**src/rtl/lcb_pkg.sv**
```systemverilog
`timescale 1ns/1ps
package lcb_pkg;

  typedef enum logic [2:0] {
    ST_IDLE = 3'd0,
    ST_WR0  = 3'd1,
    ST_RD0  = 3'd2,
    ST_WR1  = 3'd3,
    ST_RD1  = 3'd4
  } lcb_state_e;

endpackage

```
**src/rtl/lcb_tmr_reg.sv**
```systemverilog
`timescale 1ns/1ps
// Three copies of a register, each reloaded from the same next value; the
// output is the bitwise majority of the copies.
module lcb_tmr_reg #(
  parameter int W = 8
) (
  input  logic         clk,
  input  logic         rst,
  input  logic [W-1:0] d,
  output logic [W-1:0] q
);
  logic [W-1:0] cp [3];

  for (genvar g = 0; g < 3; g++) begin : g_copy
    always_ff @(posedge clk) begin
      if (rst) cp[g] <= '0;
      else     cp[g] <= d;
    end
  end

  assign q = (cp[0] & cp[1]) | (cp[0] & cp[2]) | (cp[1] & cp[2]);
endmodule

```
**src/rtl/lcb_seq.sv**
```systemverilog
`timescale 1ns/1ps
module lcb_seq
  import lcb_pkg::*;
#(
  parameter  int N  = 64,
  localparam int AW = $clog2(N)
) (
  input  logic          clk,
  input  logic          rst,
  input  logic          start,
  input  logic          abort,
  output logic          busy,
  output logic          eng_we,
  output logic          eng_cmp,
  output logic          eng_inv,
  output logic          launch,
  output logic          done,
  output logic [AW-1:0] addr
);
  localparam int SW = 1 + 3 + AW;

  lcb_state_e    st, nst;
  logic [AW-1:0] naddr;
  logic          ndone;
  logic [SW-1:0] q;
  logic          last;

  lcb_tmr_reg #(.W(SW)) u_state (
    .clk (clk),
    .rst (rst),
    .d   ({ndone, nst, naddr}),
    .q   (q)
  );

  assign done = q[SW-1];
  assign st   = lcb_state_e'(q[AW+2:AW]);
  assign addr = q[AW-1:0];
  assign last = (addr == AW'(N-1));

  assign busy    = (st != ST_IDLE);
  assign eng_we  = (st == ST_WR0) || (st == ST_WR1);
  assign eng_cmp = (st == ST_RD0) || (st == ST_RD1);
  assign eng_inv = (st == ST_WR1) || (st == ST_RD1);
  assign launch  = start && !abort && !busy;

  always_comb begin
    nst   = st;
    naddr = addr;
    ndone = done;
    if (abort) begin
      nst   = ST_IDLE;
      naddr = '0;
      ndone = 1'b0;
    end else if (launch) begin
      nst   = ST_WR0;
      naddr = '0;
      ndone = 1'b0;
    end else if (busy) begin
      if (last) begin
        naddr = '0;
        case (st)
          ST_WR0:  nst = ST_RD0;
          ST_RD0:  nst = ST_WR1;
          ST_WR1:  nst = ST_RD1;
          default: begin
            nst   = ST_IDLE;
            ndone = 1'b1;
          end
        endcase
      end else begin
        naddr = addr + AW'(1);
      end
    end
  end

  a_r4_abort_idle: assert property (@(posedge clk) disable iff (rst)
    abort |=> !busy && !done);

  a_r2_done_after_last_read: assert property (@(posedge clk) disable iff (rst)
    $rose(done) |-> $past(st) == ST_RD1 && $past(addr) == AW'(N-1));

  a_r9_busy_start_ignored: assert property (@(posedge clk) disable iff (rst)
    busy && start && !abort && !last |=> busy && addr == $past(addr) + AW'(1));
endmodule

```
**src/rtl/lcb_capture.sv**
```systemverilog
`timescale 1ns/1ps
module lcb_capture #(
  parameter int DW = 16,
  parameter int AW = 6
) (
  input  logic          clk,
  input  logic          rst,
  input  logic          clear,
  input  logic          cmp_en,
  input  logic          inv,
  input  logic [AW-1:0] addr,
  input  logic [DW-1:0] expect_w,
  input  logic [DW-1:0] rdata,
  output logic          fail,
  output logic          more,
  output logic          fphase,
  output logic [AW-1:0] faddr,
  output logic [DW-1:0] fmask
);
  localparam int CW = 3 + AW + DW;

  logic [DW-1:0] diff;
  logic          hit;
  logic          nfail, nmore, nphase;
  logic [AW-1:0] naddr;
  logic [DW-1:0] nmask;
  logic [CW-1:0] q;

  assign diff = rdata ^ expect_w;
  assign hit  = cmp_en && (diff != '0);

  always_comb begin
    nfail  = fail;
    nmore  = more;
    nphase = fphase;
    naddr  = faddr;
    nmask  = fmask;
    if (clear) begin
      nfail  = 1'b0;
      nmore  = 1'b0;
      nphase = 1'b0;
      naddr  = '0;
      nmask  = '0;
    end else if (hit) begin
      if (!fail) begin
        nfail  = 1'b1;
        nphase = inv;
        naddr  = addr;
        nmask  = diff;
      end else begin
        nmore  = 1'b1;
      end
    end
  end

  lcb_tmr_reg #(.W(CW)) u_res (
    .clk (clk),
    .rst (rst),
    .d   ({nfail, nmore, nphase, naddr, nmask}),
    .q   (q)
  );

  assign fail   = q[CW-1];
  assign more   = q[CW-2];
  assign fphase = q[CW-3];
  assign faddr  = q[DW+AW-1:DW];
  assign fmask  = q[DW-1:0];

  a_r7_more_needs_fail: assert property (@(posedge clk) disable iff (rst)
    more |-> fail);

  a_r6_capture_stable: assert property (@(posedge clk) disable iff (rst)
    fail && !clear |=> $stable(faddr) && $stable(fmask) && $stable(fphase));

  a_r6_mask_nonzero: assert property (@(posedge clk) disable iff (rst)
    fail |-> fmask != '0);
endmodule

```
**src/rtl/lcb_bist.sv**
```systemverilog
`timescale 1ns/1ps
module lcb_bist #(
  parameter  int N  = 64,
  parameter  int DW = 16,
  parameter  int RW = 32,
  localparam int AW = $clog2(N)
) (
  input  logic          clk,
  input  logic          rst,
  input  logic          reg_wr,
  input  logic [1:0]    reg_sel,
  input  logic [1:0]    reg_wdata,
  output logic [RW-1:0] reg_rdata,
  input  logic [AW-1:0] fn_addr,
  input  logic          fn_we,
  input  logic [DW-1:0] fn_wdata,
  output logic [AW-1:0] mem_addr,
  output logic          mem_we,
  output logic [DW-1:0] mem_wdata,
  input  logic [DW-1:0] mem_rdata
);
  logic          start, abort;
  logic          busy, eng_we, eng_cmp, eng_inv, launch, done;
  logic [AW-1:0] eng_addr;
  logic [DW-1:0] pat;
  logic          fail, more, fphase;
  logic [AW-1:0] faddr;
  logic [DW-1:0] fmask;

  assign start = reg_wr && (reg_sel == 2'd0) && reg_wdata[0];
  assign abort = reg_wr && (reg_sel == 2'd0) && reg_wdata[1];

  lcb_seq #(.N(N)) u_seq (
    .clk     (clk),
    .rst     (rst),
    .start   (start),
    .abort   (abort),
    .busy    (busy),
    .eng_we  (eng_we),
    .eng_cmp (eng_cmp),
    .eng_inv (eng_inv),
    .launch  (launch),
    .done    (done),
    .addr    (eng_addr)
  );

  for (genvar i = 0; i < DW; i++) begin : g_pat
    assign pat[i] = ((i % 2) == 1) ^ eng_addr[0] ^ eng_inv;
  end

  lcb_capture #(.DW(DW), .AW(AW)) u_cap (
    .clk      (clk),
    .rst      (rst),
    .clear    (launch),
    .cmp_en   (eng_cmp),
    .inv      (eng_inv),
    .addr     (eng_addr),
    .expect_w (pat),
    .rdata    (mem_rdata),
    .fail     (fail),
    .more     (more),
    .fphase   (fphase),
    .faddr    (faddr),
    .fmask    (fmask)
  );

  assign mem_addr  = busy ? eng_addr : fn_addr;
  assign mem_we    = busy ? eng_we   : fn_we;
  assign mem_wdata = busy ? pat      : fn_wdata;

  always_ff @(posedge clk) begin
    if (rst) begin
      reg_rdata <= '0;
    end else begin
      case (reg_sel)
        2'd0:    reg_rdata <= RW'({more, fphase, fail, done, busy});
        2'd1:    reg_rdata <= RW'(faddr);
        2'd2:    reg_rdata <= RW'(fmask);
        default: reg_rdata <= '0;
      endcase
    end
  end

  a_r8_idle_release: assert property (@(posedge clk) disable iff (rst)
    !busy |-> mem_addr == fn_addr && mem_we == fn_we && mem_wdata == fn_wdata);

  a_r8_no_write_in_read: assert property (@(posedge clk) disable iff (rst)
    eng_cmp |-> !mem_we);
endmodule

```
**config.mk**
```make
export PLATFORM = sky130hd
export DESIGN_NAME = lcb_bist
export DESIGN_NICKNAME = d
export VERILOG_FILES = /design/src/rtl/lcb_pkg.sv /design/src/rtl/lcb_tmr_reg.sv /design/src/rtl/lcb_seq.sv /design/src/rtl/lcb_capture.sv /design/src/rtl/lcb_bist.sv
export SDC_FILE = /design/constraint.sdc
export NUM_CORES = 1
export LEC_CHECK = 0
export CORE_MARGIN = 3
export CORE_UTILIZATION = 30
export DETAILED_ROUTE_END_ITERATION = 10
export PLACE_DENSITY = 0.63
export SLEW_MARGIN = 20
export SYNTH_ARGS = -nofsm -noshare
export SYNTH_HDL_FRONTEND = slang
export SYNTH_SLANG_ARGS = --single-unit
```
**constraint.sdc**
```tcl
create_clock -name clk -period 2.55 [get_ports clk]
set_input_delay 0.6375 -clock clk [delete_from_list [all_inputs] [get_ports clk]]
set_output_delay 0.6375 -clock clk [all_outputs]
set_load 0.05 [all_outputs]
```
==> results of run 1 <==
## worst max-delay path, cell delays in order, from the launching register on
cell     delay [ns]
dfxtp_2        0.37
or3b_4         0.42
a21oi_4        0.17
nor3_4         0.06
buf_12         0.16
a21o_1         0.16
buf_4          0.18
## where the power goes
group          internal, uW  switching [uW]  leakage, uW  total (uW)
Combinational           180             236      0.00134         416
Clock                   391             264    0.0000644         656
Sequential              795            1.46     0.000412         797
## logic make-up after synthesis
family                   Yosys count  synth area share (%)
multiplexers                      27                  9.65
buffers and inverters             40                  8.80
XOR/XNOR                           3                 0.939
flip-flops                        51                  36.5
AO/OA/AOI/OAI                     63                  15.0
other                              1                 0.134
AND/OR/NAND/NOR                  158                  28.6
adder cells (fa/ha/maj)            1                 0.447
## cell type report
class | instances | area [sq um]
Fill cell | 853 | 4700
Multi-Input combinational cell | 268 | 1650
Timing Repair Buffer | 115 | 1230
Sequential cell | 51 | 1030
Tap cell | 108 | 135
Clock buffer | 5 | 68.8
Clock inverter | 3 | 67.6
Inverter | 3 | 11.3
## cells in the mapped netlist (2+ instances only)
cell type / number / share of area [%]
dfxtp_1: 51 / 36
nor3b_1: 2 / 0.54
nor4bb_1: 8 / 2.9
nand3_1: 6 / 1.1
nand2_1: 52 / 7.0
clkbuf_1: 13 / 1.7
buf_4: 16 / 4.3
mux2i_1: 27 / 9.7
nor2b_1: 2 / 0.45
a21boi_0: 9 / 2.4
and2_1: 11 / 2.5
o21ai_0: 21 / 3.8
nand4_1: 4 / 0.89
xor2_1: 2 / 0.63
nor3_1: 20 / 3.6
a41oi_1: 2 / 0.63
or3_1: 2 / 0.45
a22oi_1: 2 / 0.54
nor2_1: 35 / 4.7
a21oi_1: 11 / 2.0
inv_1: 3 / 0.40
buf_8: 2 / 1.1
a21o_1: 9 / 2.4
buf_2: 5 / 0.89
nand3b_1: 10 / 2.7
## sequential cells by signal (all words and copies together), names as in the netlist
name,flops
u_cap.u_res.cp,25
reg_rdata,16
u_seq.u_state.cp,10
## metal layers
metal  wire length, microns  GRT usage, %
met3                    332          2.17
met2                   3610          22.0
met4                     74          4.04
met5                      0             0
met1                   3360          18.9
## timing repair
action,4_1_cts,5_1_grt
endpoints found under the hold margin,0,0
buffers inserted,1,0
pin swaps,1,1
gates resized for setup,4,11
setup endpoints to repair,16,22
## worst max-delay path by stage
stage                                         from                                  to  slack (ns)  depth (start not counted)
6_report       u_seq.u_state.cp[2][6]$_SDFFE_PP0P_                        mem_wdata[6]        0.09                          6
5_1_grt        u_seq.u_state.cp[2][6]$_SDFFE_PP0P_                         mem_addr[0]       0.009                          6
4_1_cts        u_seq.u_state.cp[2][6]$_SDFFE_PP0P_                        mem_wdata[9]      -0.002                          6
3_5_place_dp                          mem_rdata[5]  u_cap.u_res.cp[1][19]$_SDFFE_PP0P_       -0.11                          7
3_3_place_gp                          mem_rdata[5]  u_cap.u_res.cp[1][21]$_SDFFE_PP0P_       -0.11                          7
2_1_floorplan  u_seq.u_state.cp[2][7]$_SDFFE_PP0P_                       mem_wdata[11]       -0.14                          6
## through the flow
step	hold slack [ns]	utilization (%)	total power (uW)
finish	0.455	47.1	1870
global route	0.477	47.1	1930
CTS	0.459	46.8	1880
detailed placement	0.443	44.9	1230
global placement	0.442	44.9	1230
floorplan	0.430	-	1040
## cell usage in the layout, fill, tap and decap left out, types with 9 or more instances in the layout
cell / Yosys / final
clkdlybuf4s50_1: 0 / 61
nand2_1: 52 / 51
and2_1: 11 / 11
nor2_2: 1 / 9
nor3_1: 20 / 18
buf_12: 0 / 17
o21ai_0: 21 / 20
conb_1: 1 / 16
a21o_1: 9 / 9
dfxtp_1: 51 / 48
mux2i_1: 27 / 27
nand3b_1: 10 / 10
a21oi_1: 11 / 11
nor2_1: 35 / 27
buf_4: 16 / 36
a21boi_0: 9 / 9
==> flow_metrics.tcl, run 1 <==
set metrics [dict create \
    status "finished, final reports clean" \
    clockBufferDepth 2 \
    antenna_found_initial 0 \
    ys_ff_latch 51 \
    numCtsBuffers 5 \
    grt_first_pass_wirelength_microns 11500 \
    dr.pass1.iters 4 \
    cp-end-kind "primary output" \
    leakage_uw 0.00182 \
    syn_inst 344 \
    setup_tns_ns 0 \
    ys_warn_count 0 \
    fin_cells 553 \
    reg2regPathDepth 7 \
    drt_iter0_markers 159 \
    max-vdd-ir-drop_v 0.000263 \
    cp_data_required_time_ns 1.91 \
    synth_ff_type "dfxtp_1" \
    cts_tree "yes" \
    post-place-cells 544 \
    h-tree-depth 2 \
    fp.dieArea_sq_um 10500 \
    rsz0062_at_grt "no" \
    reg2reg_from "u_seq.u_state.cp[2][6]$_SDFFE_PP0P_" \
    initial_core_util_pct 31.5 \
    postPlaceCellArea_sq_um 3990 \
    syn_avg_cell_area_sq_um 8.14 \
    io_buffer_count 84 \
    ctsHoldBuffers 0 \
    place_ws_ns -0.105 \
    grt_pass1_vias 2365 \
    clk_pin_slew_ns 0.09 \
    max_slew.worst_pin.slew_ns 0.518 \
    hp-start "u_cap.u_res.cp[1][13]$_SDFFE_PP0P_" \
    num_rows 34 \
    die_height_microns 103 \
    path_class "flip-flop to primary output" \
    maxCapViolations 0 \
    finalSetupViolCount 0 \
    ys_seq_area_share_pct 36.5 \
    grt_use_total_pct 13.7 \
    yosys.cell_types.count 44 \
    io_pins 101 \
    drt-wirelength-per-cell_microns 13.3 \
    setup_ws_ns 0.0877 \
    gp_congestion 0.889 \
    reg2reg_to "u_cap.u_res.cp[1][19]$_SDFFE_PP0P_" \
    drive_gt1_share_pct 18.7 \
    clock-sinks 51 \
    final_nets 491 \
    report.final.slew_viol_count 0 \
    fin_crit_sh_pct 96.6 \
    startpoint_type "flip-flop" \
    stdcell_area_sq_um 4190 \
    min_to "u_cap.u_res.cp[1][13]$_SDFFE_PP0P_" \
    powerDensity_nw_per_um2 446 \
    synth_edf_count 0 \
    gr-total-overflow 0 \
    layout_min_cycle_time_ns 2.46 \
    grt_start_max_net_pins 27 \
    synth-async-reset-ratio_pct 0 \
    diodes 0 \
    final_hold_viol_count 0 \
    ant_nets 0 \
    clock_latency_ns 0.30 \
    viasPerCell 4.74 \
    hpwl_microns 5850 \
    vias 2623 \
    core_sq_um 8890 \
    die_w_microns 103 \
    critical_path_arrival_ns 1.82 \
    reg2reg_setup_slack_ns 0.51 \
    syn_area_sq_um 2800 \
    min_path_cells 2 \
    hold_class "flip-flop to flip-flop" \
    fmax_mhz 406 \
    finClkSkew_ns 0.00379 \
    timing.slew.headroom_pct 65.3 \
    routed_wl_microns 7370 \
    crit_fanout 16 \
    post-route-drc-count 0 \
    cts.root.buffer_cell "clkbuf_8" \
    areaGrowthSynthToFinish_pct 49.6 \
]
(Power assumes the default switching activity.)
==> run 2, diff against run 1 <==
Settings changed: CORE_UTILIZATION 30 to 40, PLACE_DENSITY 0.63 to 0.79.
==> flow_metrics.tcl, run 2 (synthesis results as in run 1) <==
set metrics [dict create \
    drt-wirelength-per-cell_microns 13.8 \
    antenna_found_initial 0 \
    grt_start_max_net_pins 27 \
    stdcell_area_sq_um 4250 \
    leakage_uw 0.00186 \
    maxCapViolations 0 \
    min_path_cells 1 \
    multiInputGateArea_sq_um 1650 \
    report.final.slew_viol_count 0 \
    most-common-layout-cells "clkdlybuf4s50_1, nand2_1, dfxtp_1" \
    timing.slew.headroom_pct 65.0 \
    crit_cells 6 \
    layout_min_cycle_time_ns 2.49 \
    ant_nets 0 \
    path_class "flip-flop to primary output" \
    final_hold_viol_count 0 \
    register_area_sq_um 1030 \
    grt_use_total_pct 18.4 \
    nFillCells 506 \
    drive_gt1_share_pct 20.5 \
    use_met1_pct 24.6 \
    clk_pin_slew_ns 0.10 \
    max_slew.worst_pin.slew_ns 0.523 \
    crit_fanout 8 \
    mostFrequentLayoutCell "clkdlybuf4s50_1" \
    cp-end-kind "primary output" \
    hold_class "flip-flop to flip-flop" \
    post-route-drc-count 0 \
    post-place-cells 529 \
    slowest_delay_ns 0.42 \
    clockBufferDepth 2 \
    finalSetupViolCount 0 \
    clock_latency_ns 0.31 \
    status "finished, final reports clean" \
    initial_core_util_pct 42.6 \
    startpoint_type "flip-flop" \
    routed_wl_microns 7560 \
    clock-sinks 51 \
    drt_iter0_markers 103 \
    powerDensity_nw_per_um2 404 \
    num_rows 29 \
    fin_crit_sh_pct 97.5 \
    fin_cells 547 \
    postPlaceCellArea_sq_um 4000 \
    regMostFlops "u_cap.u_res.cp" \
    dr.pass1.iters 4 \
    areaGrowthSynthToFinish_pct 51.7 \
    numCtsBuffers 5 \
    fp.dieArea_sq_um 8040 \
    critical_path_arrival_ns 1.85 \
    cts_tree "yes" \
    die_height_microns 89.7 \
    finClkSkew_ns 0.00475 \
    use_met3_pct 2.74 \
    grt_pass1_vias 2496 \
    reg2reg_setup_slack_ns 0.45 \
    diodes 0 \
    use_met2_pct 30.5 \
    gr-total-overflow 0 \
    reg2regPathDepth 7 \
    cp_data_required_time_ns 1.91 \
    die_w_microns 89.7 \
    critical_path_buf_inv_count 2 \
    path_delay_family "simple AND/OR/NAND/NOR gates" \
    max-vdd-ir-drop_v 0.000205 \
    core_sq_um 6570 \
    power_uw 1720 \
    hpwl_microns 5680 \
    vias 2742 \
    busiest_layer "met2" \
    largestRegisters "u_cap.u_res.cp x25, reg_rdata x16, u_seq.u_state.cp x10" \
    io_buffer_count 84 \
    path_cells "or3b_4, a21oi_4, nor3_2, buf_4, a21o_1, buf_6" \
    largest_reg_flops 25 \
    gp_congestion 0.844 \
    io_pins 101 \
    critical-path-slowest-cell "or3b_4" \
    h-tree-depth 2 \
    fmax_mhz 402 \
    final_nets 500 \
    grt_first_pass_wirelength_microns 11700 \
    cts.root.buffer_cell "clkbuf_8" \
    viasPerCell 5.01 \
]
## run 2: cell count changes in the layout (fill, tap and decap cells not counted), sizes merged
cell,before,now
clkinv,0,1
clkinvlp,1,0
bufinv,2,0
inv,3,5
buf,54,63
## run 2: final timing paths
check,startpoint,to
setup / recovery,u_seq.u_state.cp[2][6]$_SDFFE_PP0P_,mem_wdata[4]
setup reg to reg,u_seq.u_state.cp[2][6]$_SDFFE_PP0P_,u_cap.u_res.cp[1][14]$_SDFFE_PP0P_
hold / removal,u_cap.u_res.cp[1][15]$_SDFFE_PP0P_,reg_rdata[15]$_SDFF_PP0_
hold reg to reg,u_cap.u_res.cp[1][15]$_SDFFE_PP0P_,reg_rdata[15]$_SDFF_PP0_
## run 2: layer usage
metal / vias to the layer above / share of wire [%] / wire length, microns
met1: 1249 / 43 / 3220
met4: 0 / 1.2 / 91
met2: 102 / 50 / 3800
li1: 1382 / - / -
met3: 9 / 5.9 / 446
met5: - / 0 / 0
## run 2: metrics by stage
| stage | util, % | setup WS [ns] | TNS, ns | hold WS, ns |
|---|---|---|---|---|
| floorplan | - | -0.136 | -1.11 | 0.430 |
| global placement | 60.8 | 0.00819 | 0 | 0.437 |
| detailed placement | 60.8 | -0.0115 | -0.0153 | 0.440 |
| CTS | 62.5 | -0.00668 | -0.0269 | 0.461 |
| global route | 64.7 | -0.00302 | -0.00450 | 0.477 |
| finish | 64.7 | 0.0645 | 0 | 0.462 |
## run 2: layout make-up
cell class,count,area share (%)
well taps,93,2.74
multi-input cells,268,38.8
flip-flops and latches,51,24.2
inverters,3,0.265
repair buffers,124,31.8
clock inverters,3,0.619
clock buffers,5,1.62
## run 2: repair_timing
item	CTS	global route
setup endpoints to repair	16	16
cloned	1	0
pin swaps	1	2
gates resized for setup	6	25
hold buffers	0	0
hold endpoints to repair	0	0
buffers inserted	0	9
## run 2: power by group
part	total [uW]	internal (uW)	switching (uW)
Clock	497	202	295
Combinational	421	184	237
Sequential	797	796	1.66
